### config.mk
export PLATFORM = sky130hd
export DESIGN_NAME = quiz_buzzer
export DESIGN_NICKNAME = d
export VERILOG_FILES = /design/src/rtl/quiz_buzzer_pkg.sv /design/src/rtl/qb_btn_sync.sv /design/src/rtl/qb_arbiter.sv /design/src/rtl/qb_seg_decode.sv /design/src/rtl/qb_tone_gen.sv /design/src/rtl/quiz_buzzer.sv
export SDC_FILE = /design/constraint.sdc
export NUM_CORES = 1
export LEC_CHECK = 0
export BUFFER_PORTS_ARGS = -buffer_cell sky130_fd_sc_hd__buf_4
export CAP_MARGIN = 20
export CORE_MARGIN = 2
export CORE_UTILIZATION = 36
export CTS_BUF_LIST = sky130_fd_sc_hd__clkbuf_8 sky130_fd_sc_hd__clkbuf_16
export DETAILED_ROUTE_END_ITERATION = 10
export SLEW_MARGIN = 20
export SYNTH_ARGS = -nofsm -noshare
export SYNTH_HDL_FRONTEND = slang
export SYNTH_HIERARCHICAL = 1
export SYNTH_SLANG_ARGS = --single-unit
### constraint.sdc
create_clock -name clk -period 9.8 [get_ports clk]
set_input_delay 2.45 -clock clk [delete_from_list [all_inputs] [get_ports clk]]
set_output_delay 2.45 -clock clk [all_outputs]
set_load 0.02 [all_outputs]
### src/rtl/quiz_buzzer_pkg.sv
package quiz_buzzer_pkg;
  typedef enum logic {
    ST_WAIT = 1'b0,
    ST_LOCK = 1'b1
  } arb_state_t;

  localparam int SEG_W = 7;

  // Glyph for one decimal digit; bit 6..0 = g,f,e,d,c,b,a.
  function automatic logic [SEG_W-1:0] digit_glyph(input logic [3:0] d);
    logic [SEG_W-1:0] g;
    case (d)
      4'd0: g = 7'b0111111;
      4'd1: g = 7'b0000110;
      4'd2: g = 7'b1011011;
      4'd3: g = 7'b1001111;
      4'd4: g = 7'b1100110;
      4'd5: g = 7'b1101101;
      4'd6: g = 7'b1111101;
      4'd7: g = 7'b0000111;
      4'd8: g = 7'b1111111;
      4'd9: g = 7'b1101111;
      default: g = 7'b0000000;
    endcase
    return g;
  endfunction
endpackage

### src/rtl/qb_btn_sync.sv
module qb_btn_sync #(
  parameter int WIDTH  = 8,
  parameter int STAGES = 2
) (
  input  logic             clk,
  input  logic             rst_n,
  input  logic [WIDTH-1:0] din_n,
  output logic [WIDTH-1:0] dout_n
);
  // Released buttons read as 1, so every stage resets high.
  for (genvar b = 0; b < WIDTH; b++) begin : g_bit
    logic [STAGES-1:0] chain;
    always_ff @(posedge clk or negedge rst_n) begin
      if (!rst_n) chain <= '1;
      else        chain <= {chain[STAGES-2:0], din_n[b]};
    end
    assign dout_n[b] = chain[STAGES-1];
  end
endmodule

### src/rtl/qb_arbiter.sv
module qb_arbiter
  import quiz_buzzer_pkg::*;
#(
  parameter int N_TEAMS = 8,
  parameter int CODE_W  = 4
) (
  input  logic               clk,
  input  logic               rst_n,
  input  logic               arm,
  input  logic [N_TEAMS-1:0] btn_n_s,
  output logic [CODE_W-1:0]  code,
  output logic               locked
);
  localparam int CNT_W = $clog2(N_TEAMS + 1);

  arb_state_t        state_q;
  logic [CODE_W-1:0] code_q;
  logic [CNT_W-1:0]  low_cnt;
  logic [CODE_W-1:0] cand;
  logic              single;

  // Count the low buttons and remember which one is low.
  always_comb begin
    low_cnt = '0;
    cand    = '0;
    for (int i = 0; i < N_TEAMS; i++) begin
      if (!btn_n_s[i]) begin
        low_cnt = low_cnt + CNT_W'(1);
        cand    = CODE_W'(i + 1);
      end
    end
    single = (low_cnt == CNT_W'(1));
  end

  always_ff @(posedge clk or negedge rst_n) begin
    if (!rst_n) begin
      state_q <= ST_WAIT;
      code_q  <= '0;
    end else begin
      case (state_q)
        ST_WAIT: if (arm && single) begin
          state_q <= ST_LOCK;
          code_q  <= cand;
        end
        ST_LOCK: ;
        default: state_q <= ST_WAIT;
      endcase
    end
  end

  assign code   = code_q;
  assign locked = (state_q == ST_LOCK);
endmodule

### src/rtl/qb_seg_decode.sv
module qb_seg_decode
  import quiz_buzzer_pkg::*;
#(
  parameter int CODE_W = 4
) (
  input  logic [CODE_W-1:0] code,
  output logic [SEG_W-1:0]  seg
);
  always_comb begin
    if (code > CODE_W'(9)) seg = '0;
    else                   seg = digit_glyph(4'(code));
  end
endmodule

### src/rtl/qb_tone_gen.sv
module qb_tone_gen #(
  parameter int TONE_DIV = 4
) (
  input  logic clk,
  input  logic rst_n,
  input  logic enable,
  output logic tone
);
  localparam int DW = (TONE_DIV > 1) ? $clog2(TONE_DIV) : 1;
  localparam logic [DW-1:0] TERM = DW'(TONE_DIV - 1);

  logic [DW-1:0] div_q;
  logic          tone_q;

  always_ff @(posedge clk or negedge rst_n) begin
    if (!rst_n) begin
      div_q  <= '0;
      tone_q <= 1'b0;
    end else if (!enable) begin
      div_q  <= '0;
      tone_q <= 1'b0;
    end else if (div_q == TERM) begin
      div_q  <= '0;
      tone_q <= ~tone_q;
    end else begin
      div_q  <= div_q + DW'(1);
    end
  end

  assign tone = tone_q & enable;
endmodule

### src/rtl/quiz_buzzer.sv
module quiz_buzzer
  import quiz_buzzer_pkg::*;
#(
  parameter int N_TEAMS     = 8,
  parameter int CODE_W      = 4,
  parameter int SYNC_STAGES = 2,
  parameter int TONE_DIV    = 4
) (
  input  logic               clk,
  input  logic               rst_n,
  input  logic               arm,
  input  logic [N_TEAMS-1:0] btn_n,
  output logic [CODE_W-1:0]  team_code,
  output logic [SEG_W-1:0]   seg,
  output logic               tone
);
  logic [N_TEAMS-1:0] btn_s;
  logic               locked;

  qb_btn_sync #(.WIDTH(N_TEAMS), .STAGES(SYNC_STAGES)) u_sync (
    .clk(clk), .rst_n(rst_n), .din_n(btn_n), .dout_n(btn_s)
  );

  qb_arbiter #(.N_TEAMS(N_TEAMS), .CODE_W(CODE_W)) u_arb (
    .clk(clk), .rst_n(rst_n), .arm(arm), .btn_n_s(btn_s),
    .code(team_code), .locked(locked)
  );

  qb_seg_decode #(.CODE_W(CODE_W)) u_seg (
    .code(team_code), .seg(seg)
  );

  qb_tone_gen #(.TONE_DIV(TONE_DIV)) u_tone (
    .clk(clk), .rst_n(rst_n), .enable(locked), .tone(tone)
  );
endmodule

Word-level counts from Yosys, hierarchy flattened
Memories as Yosys holds them, arrays and structs flattened.
Index checks and enable logic that the tools add are counted.

word-level totals
  register bits = 24
  memory bits (read-only) = 112
  memories kept = 1

cells by class
  $add $sub $neg = 8
  magnitude comparators = 1
  equality and inequality tests = 3
  mux-type cells = 22
  bitwise operators = 3
  reductions and logical operators = 2

memories
  memory           words  width  read ports  clocked after memory_dff  write ports  line                   source
  (no name shown)  16     7      1           0                         0            quiz_buzzer_pkg.sv:12  case (d)

operators with widths
  cell                                                  count
  2-to-1 mux 4 bit                                      14
  adder 4 x 1 -> 4 bit (second input constant)          6
  2-to-1 mux 7 bit                                      1
  2-to-1 mux 1 bit                                      5
  equality test 4 x 1 -> 1 bit (second input constant)  1
  > comparator 4 bit (second input constant)            1
  2-to-1 mux 2 bit                                      2
  adder 1 x 1 -> 2 bit (second input constant)          1
  adder 2 x 1 -> 2 bit (second input constant)          1
  equality test 2 bit (second input constant)           1
  != test 2 x 1 -> 1 bit (second input constant)        1
  NOT 1 bit                                             2
  AND reduction 2 bit                                   1
  AND 1 bit                                             1
  logical AND 1 bit                                     1

Logic depth before layout (Yosys ltp)
  word-level depth = 19
  depth in mapped cells = 23

Cells and area by module
The synthesis kept the hierarchy.

by module, submodules not included
  module         times used  cells each  area an instance (µm²)  seq. area each (µm²)
  qb_arbiter     1           104         900.9                   125.1
  qb_btn_sync    1           24          480.5                   420.4
  qb_seg_decode  1           29          200.2                   0.0
  qb_tone_gen    1           9           122.6                   75.1

Worst setup path after synthesis
OpenSTA, ideal clock, no wires.

  path kind = flip-flop to flip-flop
  start = register u_sync.g_bit[0].chain[1]
  end = register u_arb.code_q[0] (netlist: u_arb/code[0])
  library setup time = 125 ps
  arrival time = 4,555 ps
  required time = 9,675 ps
  setup slack = 5,120 ps
  stages on the path, launching flop included = 23
  buffers on the path = 1
  clock period less this slack = 4,680 ps
  path through = dfstp_2 > buf_4 > inv_1 > ha_1 > xnor2_1 > ha_1 > nor2b_1 > a21o_1 > ha_1 > nor2b_1 > a21o_1 > ha_1 > inv_1 > o32a_1 > nand2_1 > ha_1 > nor2_1 > a31oi_1 > ha_1 > a211oi_2 > o211ai_2 > nor4_4 > mux2_4

between the ends
  cells in the longest elaborated chain, start to end = 18
  elaborated cells on any way between the ends = 25

ends and longest elaborated chain
  item                           line               source
  start: declaration             qb_btn_sync.sv:12  logic [STAGES-1:0] chain;
  start signal: assignment       qb_btn_sync.sv:15  else chain <= {chain[STAGES-2:0], din_n[b]};
  2-to-1 mux 1 bit (*)           qb_arbiter.sv:27   if (!btn_n_s[i]) begin
  adder 1 x 1 -> 2 bit           qb_arbiter.sv:28   low_cnt = low_cnt + CNT_W'(1);
  2-to-1 mux 4 bit               qb_arbiter.sv:27
  adder 4 x 1 -> 4 bit           qb_arbiter.sv:28
  2-to-1 mux 4 bit               qb_arbiter.sv:27
  adder 4 x 1 -> 4 bit           qb_arbiter.sv:28
  2-to-1 mux 4 bit               qb_arbiter.sv:27
  adder 4 x 1 -> 4 bit           qb_arbiter.sv:28
  [2 not listed]                 n/a
  2-to-1 mux 4 bit               qb_arbiter.sv:27
  adder 4 x 1 -> 4 bit           qb_arbiter.sv:28
  2-to-1 mux 4 bit               qb_arbiter.sv:27
  adder 4 x 1 -> 4 bit           qb_arbiter.sv:28
  2-to-1 mux 4 bit               qb_arbiter.sv:27
  equality test 4 x 1 -> 1 bit   qb_arbiter.sv:32   single = (low_cnt == CNT_W'(1));
  logical AND 1 bit              qb_arbiter.sv:41   ST_WAIT: if (arm && single) begin
  AND reduction 2 bit (no line)  n/a
  end signal: assignment         qb_arbiter.sv:43   code_q <= cand;
  end: declaration               qb_arbiter.sv:17   logic [CODE_W-1:0] code_q;

Mark *: on every way between the ends. The rest lies on a longest branch, timed or not.
A chain may end at the register's enable or synchronous reset.

Worst setup path after layout
Ends and elaborated chain as after synthesis.

==> key figures <==
Global routing
  – Number of antenna violations at the first check in global routing: 0
  – Vias in the first global route: 1100
  – First-pass GRT wire length: 4.774 mm
  – Global route total overflow: 0
  – Total track usage: 0.1138
  – Pin count of the biggest net entering global routing: 25

Job
  – Max Cap Viol: 0

Synthesis
  – #FFs+latches synth: 24
  – Asr flop ratio synth: 1.000
  – Yosys cell types: 48
  – Yosys warns: 6
  – Synth Cell Area: 1704 sq um
  – Synth area leader: dfstp_2
  – Post-synthesis cell count: 166
  – EDFF count, synth: 0
  – Post-synth top area share: 0.2467
  – Prevailing post-synth register cell: dfstp_2
  – Mapped Nets: 192
  – Avg Synthesized Cell Area: 10.27 sq um
  – Largest cells by area after synthesis: dfstp_2, dfrtp_1, ha_1
  – Seq/Total Area, Yosys: 0.3642

Power
  – P_leak: 0.8930 nW
  – Pwr dens: 133.7 nW/um^2
  – Max VDD drop: 98.12 uV
  – Design Power: 0.2523 mW

Detailed routing
  – Total number of vias: 1147
  – Drt initial violations: 44
  – Final ANT Viol Nets: 0
  – DRC viols: 0
  – DR pass1 iterations: 4
  – Drt total wl: 2.858 mm
  – Post-DR vias/cell: 4.944
  – Routed length per instance: 12.32 microns

Worst setup path
  – Worst Setup End Kind: flop
  – Critical path class: flop to flop
  – WP data arrival: 5.16 ns
  – CP max FO: 5
  – CP startpoint kind: flop
  – Worst endpoint required time: 9.95 ns

Clock network
  – Hold_buf cts: 0
  – Largest buffer count on any clock path: 2
  – Clk sinks: 24
  – Postcts setup bufs: 0
  – # H-tree levels: 1
  – Clock transition at the registers of the reported paths: 0.08 ns
  – CTS tree: yes
  – CTS buffer count: 3
  – Post-cts resize count: 0
  – Clk_lat worst skew: 0.26 ns
  – Clk root buf: clkbuf_8

Floorplanning
  – IO Pins: 23
  – DIE AREA: 5300 sq um
  – Core Footprint: 4629 sq um
  – Row Count: 25
  – Die width: 72.80 microns
  – Die height: 72.80 microns
  – Starting density of the core: 0.3681

Cells and area
  – Layout Nets: 205
  – Final Core Density: 0.4076
  – Layout cells sized above 1: 0.2978
  – Area grow syn2layout: 10.72%
  – ANT cells: 0

Placed design
  – Port bufs: 22
  – GP Congestion: 0.8068
  – Post-DP HPWL: 2.240 mm

Timing
  – Slew @ Worst Pin: 0.4657 ns
  – Final Hold Fails: 0
  – Fmax: 0.1997 GHz
  – Crit share post-route: 0.5111
  – Unrepaired setup endpoints after global routing: false
  – Slew headroom: 0.6866
  – TNS Setup: 0 ns
  – Final setup vio count: 0
  – Slew Limit Fails: 0
  – Fin crit period: 5.009 ns
  – Worst Skew: 0.002449 ns

Worst hold path
  – Hold Crit Class: flop to flop

Status
  – Status: completed
[path summary, 6_finish.rpt]
kind / cells past startpoint / startpoint / end / slack, ns
max: 21 / u_sync/g_bit[0].chain[1]$_DFF_PN1_ / u_arb/code[0]$_DFFE_PN0P_ / 4.79
min: 0 / u_sync/g_bit[0].chain[0]$_DFF_PN1_ / u_sync/g_bit[0].chain[1]$_DFF_PN1_ / 0.36
max reg2reg: 21 / u_sync/g_bit[0].chain[1]$_DFF_PN1_ / u_arb/code[0]$_DFFE_PN0P_ / 4.79
min reg2reg: 0 / u_sync/g_bit[0].chain[0]$_DFF_PN1_ / u_sync/g_bit[0].chain[1]$_DFF_PN1_ / 0.36
max in group asynchronous: 1 / rst_n / u_sync/g_bit[7].chain[1]$_DFF_PN1_ / 7.46
min in group asynchronous: 1 / rst_n / u_tone/div_q[0]$_DFF_PN0_ / 2.06
[power by group]
group	total (mW)	switching (mW)	internal [mW]
registers	0.110	0.00435	0.105
logic	0.0780	0.0419	0.0360
clock network	0.0648	0.0290	0.0358
[synth_stat cells, types with 3 or more instances]
| cell | number |
|---|---|
| dfstp_2 | 16 |
| ha_1 | 15 |
| inv_1 | 14 |
| nor2_1 | 11 |
| buf_4 | 9 |
| dfrtp_1 | 8 |
| nand2_1 | 8 |
| nor2b_1 | 8 |
| a21oi_1 | 6 |
| nand2b_1 | 5 |
| mux2i_1 | 4 |
| o21ai_0 | 4 |
| xnor2_1 | 4 |
| xor2_1 | 4 |
| a211oi_1 | 3 |
| a21o_1 | 3 |
| buf_2 | 3 |
| nand3b_1 | 3 |
[metrics by stage]
step / instance area [sq um] / hold slack (ns) / worst slack, ns / cells
after detailed placement: 1832 / 0.3468 / 4.833 / 228
after global placement: 1832 / 0.3460 / 4.977 / 228
after global routing: 1887 / 0.3625 / 4.543 / 232
after CTS: 1887 / 0.3579 / 4.811 / 232
final: 1887 / 0.3570 / 4.791 / 232
after floorplan: 1704 / 0.3452 / 5.120 / 166
[cell usage in the layout, fill, tap and decap left out, drive strengths merged, types with 4 or more instances in the layout]
cell	count
nor2b	8
o21ai	5
mux2i	4
ha	15
inv	14
nand2b	5
a211oi	5
nor2	11
buf	22
dfrtp	8
xnor2	5
nand2	8
dfstp	16
clkbuf	4
a21oi	6
xor2	5
[cell type report]
type	instances	area, sq um
Timing Repair Buffer	22	165.2
Sequential cell	24	620.6
Clock buffer	4	55.05
Inverter	15	61.31
Tap cell	54	67.56
Multi-Input combinational cell	113	917.1
Fill cell	454	2743
[routing by layer]
metal | track usage | routed length (microns) | vias to the layer above
met4 | 0.05556 | 55 | 0
met2 | 0.1869 | 1379 | 14
met5 | 0 | 0 | -
met3 | 0.01381 | 59 | 7
li1 | - | - | 580
met1 | 0.1483 | 1363 | 546
[state kept, by name, indices dropped and copies added (netlist names)]
signal and count:
u_arb/locked 1, u_sync/g_bit.chain 16, u_arb/code 4, u_tone/tone_q 1, u_tone/div_q 2
[cell families (layout without fill, tap and decap cells)]
kind of cell             after synthesis  after routing  share of synthesized area
XOR/XNOR                              12             12                    0.08810
AO/OA/AOI/OAI                         34             34                     0.1490
multiplexers                           5              5                    0.03230
buffers and inverters                 29             41                    0.09764
AND/OR/NAND/NOR                       47             47                     0.1586
adder cells (fa/ha/maj)               15             15                     0.1101
flip-flops                            24             24                     0.3642
[critical path, cell delays in order, from the launching register on]
cell,delay [ns]
dfstp_2,0.54
inv_1,0.06
ha_1,0.36
xnor2_1,0.16
ha_1,0.29
nor2b_1,0.15
a21o_1,0.17
ha_1,0.30
nor2b_1,0.15
a21o_1,0.16
ha_1,0.26
inv_1,0.06
o32a_1,0.23
nand2_1,0.09
ha_1,0.31
nor2_1,0.05
a31oi_1,0.18
ha_1,0.27
a211oi_2,0.18
o211ai_2,0.14
nor4_4,0.44
mux2_4,0.34
Note: power is estimated with default switching activity, not from simulation.
